$ cat src/rtl/xtc_pkg.sv
package xtc_pkg;
  localparam int WT_INT_BITS  = 4;
  localparam int WT_FRAC_BITS = 8;
  localparam int WT_W         = WT_INT_BITS + WT_FRAC_BITS;

  // Contribution of one neighbouring wire pair to the coupling count
  typedef enum logic [1:0] {
    PAIR_QUIET  = 2'd0,
    PAIR_SINGLE = 2'd1,
    PAIR_OPPOSE = 2'd2
  } pair_kind_e;

  function automatic pair_kind_e classify_pair(input logic tog_lo, input logic tog_hi,
                                               input logic old_lo, input logic old_hi);
    if (tog_lo && tog_hi)
      return (old_lo != old_hi) ? PAIR_OPPOSE : PAIR_QUIET;
    else if (tog_lo || tog_hi)
      return PAIR_SINGLE;
    else
      return PAIR_QUIET;
  endfunction
endpackage

$ cat src/rtl/xtc_pair_diff.sv
module xtc_pair_diff
  import xtc_pkg::*;
#(
  parameter int BUS_W  = 4,
  parameter int SELF_W = $clog2(BUS_W + 1),
  parameter int COUP_W = $clog2(2 * (BUS_W - 1) + 1)
) (
  input  logic [BUS_W-1:0]  prev_word,
  input  logic [BUS_W-1:0]  cur_word,
  output logic [SELF_W-1:0] self_cnt,
  output logic [COUP_W-1:0] coup_cnt
);
  localparam int PAIRS = BUS_W - 1;

  logic [BUS_W-1:0]   tog;
  logic [2*PAIRS-1:0] pair_w;

  assign tog = prev_word ^ cur_word;

  generate
    for (genvar i = 0; i < PAIRS; i++) begin : g_pair
      assign pair_w[2*i +: 2] = classify_pair(tog[i], tog[i+1], prev_word[i], prev_word[i+1]);
    end
  endgenerate

  always_comb begin
    self_cnt = '0;
    for (int i = 0; i < BUS_W; i++) self_cnt = self_cnt + SELF_W'(tog[i]);
  end

  always_comb begin
    coup_cnt = '0;
    for (int i = 0; i < PAIRS; i++) coup_cnt = coup_cnt + COUP_W'(pair_w[2*i +: 2]);
  end
endmodule

$ cat src/rtl/xtc_weight.sv
module xtc_weight
  import xtc_pkg::*;
#(
  parameter int SELF_W = 3,
  parameter int COUP_W = 3,
  parameter int COST_W = WT_W + COUP_W + 1
) (
  input  logic [SELF_W-1:0] self_cnt,
  input  logic [COUP_W-1:0] coup_cnt,
  input  logic [WT_W-1:0]   weight,
  output logic [COST_W-1:0] cost
);
  logic [COST_W-1:0] self_q;
  logic [COST_W-1:0] coup_q;

  assign self_q = COST_W'(self_cnt) << WT_FRAC_BITS;
  assign coup_q = COST_W'(weight) * COST_W'(coup_cnt);
  assign cost   = self_q + coup_q;
endmodule

$ cat src/rtl/xtc_sat_acc.sv
module xtc_sat_acc #(
  parameter int IN_W  = 3,
  parameter int ACC_W = 32
) (
  input  logic             clk,
  input  logic             rst_n,
  input  logic             clr,
  input  logic             add_en,
  input  logic [IN_W-1:0]  inc,
  output logic [ACC_W-1:0] acc
);
  logic [ACC_W:0] sum;

  assign sum = {1'b0, acc} + (ACC_W + 1)'(inc);

  always_ff @(posedge clk or negedge rst_n) begin
    if (!rst_n)      acc <= '0;
    else if (clr)    acc <= '0;
    else if (add_en) acc <= sum[ACC_W] ? '1 : sum[ACC_W-1:0];
  end
endmodule

$ cat src/rtl/xtc_cost_mon.sv
module xtc_cost_mon
  import xtc_pkg::*;
#(
  parameter int BUS_W      = 4,
  parameter int CNT_ACC_W  = 32,
  parameter int COST_ACC_W = 32,
  localparam int SELF_W    = $clog2(BUS_W + 1),
  localparam int COUP_W    = $clog2(2 * (BUS_W - 1) + 1),
  localparam int COST_W    = WT_W + COUP_W + 1
) (
  input  logic                  clk,
  input  logic                  rst_n,
  input  logic                  in_valid,
  output logic                  in_ready,
  input  logic [BUS_W-1:0]      in_word,
  input  logic [WT_W-1:0]       in_weight,
  input  logic                  acc_clr,
  output logic                  out_valid,
  output logic [SELF_W-1:0]     out_self,
  output logic [COUP_W-1:0]     out_coup,
  output logic [COST_W-1:0]     out_cost,
  output logic [CNT_ACC_W-1:0]  acc_self,
  output logic [CNT_ACC_W-1:0]  acc_coup,
  output logic [COST_ACC_W-1:0] acc_cost
);
  logic [BUS_W-1:0]  prev_word;
  logic [SELF_W-1:0] self_nx;
  logic [COUP_W-1:0] coup_nx;
  logic [COST_W-1:0] cost_nx;
  logic              take;

  assign in_ready = 1'b1;
  assign take     = in_valid;

  xtc_pair_diff #(.BUS_W(BUS_W), .SELF_W(SELF_W), .COUP_W(COUP_W)) i_diff (
    .prev_word (prev_word),
    .cur_word  (in_word),
    .self_cnt  (self_nx),
    .coup_cnt  (coup_nx)
  );

  xtc_weight #(.SELF_W(SELF_W), .COUP_W(COUP_W), .COST_W(COST_W)) i_weight (
    .self_cnt (self_nx),
    .coup_cnt (coup_nx),
    .weight   (in_weight),
    .cost     (cost_nx)
  );

  always_ff @(posedge clk or negedge rst_n) begin
    if (!rst_n) begin
      prev_word <= '0;
      out_valid <= 1'b0;
      out_self  <= '0;
      out_coup  <= '0;
      out_cost  <= '0;
    end else begin
      out_valid <= take;
      if (take) begin
        prev_word <= in_word;
        out_self  <= self_nx;
        out_coup  <= coup_nx;
        out_cost  <= cost_nx;
      end
    end
  end

  xtc_sat_acc #(.IN_W(SELF_W), .ACC_W(CNT_ACC_W)) i_acc_self (
    .clk (clk), .rst_n (rst_n), .clr (acc_clr), .add_en (take), .inc (self_nx), .acc (acc_self)
  );

  xtc_sat_acc #(.IN_W(COUP_W), .ACC_W(CNT_ACC_W)) i_acc_coup (
    .clk (clk), .rst_n (rst_n), .clr (acc_clr), .add_en (take), .inc (coup_nx), .acc (acc_coup)
  );

  xtc_sat_acc #(.IN_W(COST_W), .ACC_W(COST_ACC_W)) i_acc_cost (
    .clk (clk), .rst_n (rst_n), .clr (acc_clr), .add_en (take), .inc (cost_nx), .acc (acc_cost)
  );
endmodule

$ cat config.mk
export PLATFORM = sky130hd
export DESIGN_NAME = xtc_cost_mon
export DESIGN_NICKNAME = d
export VERILOG_FILES = /design/src/rtl/xtc_pkg.sv /design/src/rtl/xtc_pair_diff.sv /design/src/rtl/xtc_weight.sv /design/src/rtl/xtc_sat_acc.sv /design/src/rtl/xtc_cost_mon.sv
export SDC_FILE = /design/constraint.sdc
export NUM_CORES = 1
export LEC_CHECK = 0
export ABC_AREA = 0
export CAP_MARGIN = 20
export CORE_UTILIZATION = 30
export CTS_BUF_LIST = sky130_fd_sc_hd__clkbuf_4
export DETAILED_ROUTE_END_ITERATION = 10
export GPL_TIMING_DRIVEN = 0
export SYNTH_ARGS = -nofsm -noshare
export SYNTH_HDL_FRONTEND = slang
export SYNTH_SLANG_ARGS = --single-unit
$ cat constraint.sdc
create_clock -name clk -period 7.7 [get_ports clk]
set_input_delay 1.54 -clock clk [delete_from_list [all_inputs] [get_ports clk]]
set_output_delay 1.54 -clock clk [all_outputs]
set_load 0.03 [all_outputs]
==> results of run 1 <==
-- flip-flops by register name, summed over array words and instances, names as in the netlist --
signal          count
i_acc_coup.acc     32
i_acc_cost.acc     32
prev_word           4
out_cost           16
out_coup            3
out_valid           1
i_acc_self.acc     32
out_self            3
-- worst max-delay path by stage --
stage | from | end | slack (ns)
2_1_floorplan | in_word[2] | i_acc_cost.acc[30]$_DFFE_PN0P_ | 0.17
5_1_grt | in_word[1] | i_acc_cost.acc[25]$_DFFE_PN0P_ | 0.10
4_1_cts | in_word[1] | i_acc_cost.acc[25]$_DFFE_PN0P_ | 0.02
3_3_place_gp | in_word[2] | i_acc_cost.acc[28]$_DFFE_PN0P_ | -1.47
6_report | in_word[1] | i_acc_cost.acc[25]$_DFFE_PN0P_ | 0.40
3_5_place_dp | in_word[2] | i_acc_cost.acc[22]$_DFFE_PN0P_ | -1.52
-- per-stage QoR --
stage	cell area (um^2)	hold slack (ns)	setup TNS, ns
2_1_floorplan	8550	0.543	0
3_3_place_gp	10400	0.490	-62.81
3_5_place_dp	10400	0.489	-45.64
4_1_cts	10800	0.514	0
5_1_grt	11100	0.537	0
6_report	11100	0.517	0
-- cell usage in the layout (no fill, tap or decap), drive strengths merged, types with 20 or more instances in the layout --
| cell | netlist | final |
|---|---|---|
| a211oi | 29 | 29 |
| a21oi | 52 | 52 |
| and2 | 24 | 24 |
| and3 | 20 | 20 |
| buf | 14 | 33 |
| clkbuf | 27 | 44 |
| clkdlybuf4s50 | 0 | 133 |
| dfrtp | 123 | 123 |
| fa | 20 | 20 |
| ha | 49 | 49 |
| inv | 55 | 59 |
| mux2 | 24 | 24 |
| nand2 | 77 | 77 |
| nand3 | 41 | 41 |
| nor2 | 97 | 97 |
| nor3 | 44 | 44 |
| o21ai | 32 | 32 |
-- power groups by stage --
stage                     registers (mW)  logic, mW  clock network [mW]
final                              0.830       3.08               0.445
after global placement             0.840       2.80                   0
after detailed placement           0.842       2.85                   0
after CTS                          0.829       2.94               0.460
after floorplan                    0.987       1.97                   0
after global routing               0.841       3.40               0.490
-- metal layers --
layer	up-vias	wire, um
li1	3757	-
met4	0	344
met2	250	12600
met1	3853	12400
met3	26	1640
met5	-	0
-- area by class of cell --
class	instances	area (um^2)
antenna	5	12.5
buffer	41	200
clock buffer	18	135
clock inverter	13	119
fill	2879	16900
inverter	56	210
multi-input combinational	716	5270
sequential	123	3080
tap	378	473
timing repair buffer	155	1560
-- critical path: cells and delay by family --
family / cells / cell delay (ns)
adder cells (fa/ha/maj): 8 / 2.38
buffers and inverters: 7 / 0.65
AO/OA/AOI/OAI: 6 / 1.64
AND/OR/NAND/NOR: 8 / 1.10
XOR/XNOR: 2 / 0.39
-- cells by family after synthesis --
logic type | Yosys count | synth area share
xor+xnor | 32 | 0.0328
compound gates | 214 | 0.181
other cells | 1 | 0.000439
mux | 37 | 0.0468
simple gates | 363 | 0.215
flops | 123 | 0.360
fa+ha+maj | 69 | 0.119
buf+inv | 97 | 0.0458
-- timing repair --
| item | CTS | global route |
|---|---|---|
| hold buffers | 0 | 0 |
| cloned | 0 | 1 |
| buffers inserted | 3 | 12 |
| pin swaps | 6 | 19 |
| setup endpoints to repair | 32 | 31 |
| gates resized for setup | 23 | 24 |
==> impl_metrics.yaml, run 1 <==
status:
  outcome: "finished clean"
synthesis:
  synth_area_leaders: "dfrtp_1 36%, ha_1 7.2%, fa_1 4.7%"
  post-synth-top-count-cell: "dfrtp_1"
  synth_seq_cells: 123
  synth.avg_cell_area_um2: 9.13
  yosys.area.top_type: "dfrtp_1"
  synth_edf_count: 0
  synth_seq_area_share: 0.360
  syn_inst: 936
  synthArstFlopShare: 1.00
  yosysUniqueCellTypes: 76
  synth_top_area_share: 0.360
  netlist_area_mm2: 0.00855
  synth_flop_cell: "dfrtp_1"
  synth_top_cells_by_count: "123 x dfrtp_1, 97 x nor2_1, 77 x nand2_1"
  synth_warnings: 0
  synth_nets: 1025
place:
  pre_cts_slack_ns: -1.52
  portBuffers: 138
  hpwlAfterDp_um: 19800
  place_inst: 1453
  globalplace.congestion: 0.910
worst_setup_path:
  r2r_slack_ns: 1.10
  crit_type: "in2reg"
  cp.required_ns: 8.15
  startpoint_type: "input port"
  rr_startpoint: "prev_word[1]$_DFFE_PN0P_"
  crit_path_end_kind: "flop"
  cp_common_cell: "inv_1"
  worstReg2RegEnd: "i_acc_cost.acc[25]$_DFFE_PN0P_"
  slowest_delay_ns: 0.55
  rr_worst_depth: 30
  cp.arrival_ns: 7.74
  crit_fanout: 5
  crit_slowest_cell: "fa_1"
power_and_ir_drop:
  sequentialPowerShare: 0.190
  power_frac_comb: 0.707
  sw_frac_of_total: 0.498
  report.power.total_mw: 4.36
  peakVddDrop_v: 0.000312
  p_leak_nw: 4.85
  p_int_mw: 2.19
  power.share.clock: 0.102
  power.switching_mw: 2.17
  p_per_area_mw_per_mm2: 395
global_routing:
  grt_use_total: 0.185
  grt_util_met2: 0.298
  grtUsageMet3: 0.0396
  grt_pass1_wl_um: 41500
  use_met1: 0.253
  grt_max_degree: 77
  grt_busiest_layer: "met2"
  first_global_vias: 7411
  grt-ovfl-total: 0
  antenna_found_initial: 1
drt:
  drt_drc_violations_left: 0
  first_pass_iters: 5
  wl_per_cell_um: 17.9
  via_per_inst: 5.24
  drt-initial-drc-count: 522
  vias: 7886
  drt-total-wl_um: 26900
  postRouteAntennaNets: 0
cells_and_area:
  syn_to_final_growth_pct: 29.3
  stdcell_count: 1505
  fin_util: 0.396
  nets: 1199
  drive_gt1_frac: 0.124
clock_tree:
  clk_root_buffer_cell: "clkbuf_4"
  clk_latency_ns: 0.56
  cts-htree-levels: 4
  cts_tree: "done"
  numCtsBuffers: 17
  clock_sinks: 123
  clock_path_buffers: 2
  clkTransAtPathRegs_ns: 0.11
floorplanning:
  pin_count: 140
  dieArea_mm2: 0.0292
  start_util: 0.306
  num_rows: 61
  core_mm2: 0.0279
  die_x_um: 171
  die_y_um: 171
timing:
  timing.fmax_mhz: 137
  hold_viol: 0
  rsz0062_at_grt: "no"
  slew_violations: 0
  fin_crit_sh: 0.948
  setup_ws_ns: 0.404
  timing.slew.headroom: 0.375
  worst_pin_slew_ns: 0.938
  clock_skew_ns: 0.0219
  report.final.setup_viol: 0
  fin_crit_ns: 7.30
hold_path:
  min_from: "out_cost[2]$_DFFE_PN0P_"
  holdPathStages: 1
  hold_path.class: "reg2reg"
  min_to: "out_cost[2]$_DFFE_PN0P_"
job:
  max_cap_viol_count: 0
Note: power is estimated with default switching activity, not from simulation.
==> inputs of run 2 (changes only) <==
--- a/config.mk
+++ b/config.mk
@@ -9,6 +9,7 @@
 export CAP_MARGIN = 20
 export CORE_UTILIZATION = 30
 export CTS_BUF_LIST = sky130_fd_sc_hd__clkbuf_4
+export CTS_CLUSTER_SIZE = 25
 export DETAILED_ROUTE_END_ITERATION = 10
 export GPL_TIMING_DRIVEN = 0
 export SYNTH_ARGS = -nofsm -noshare
==> results of run 2 <==
Same layout as run 1: the final DEF is identical, and so are final timing and power.
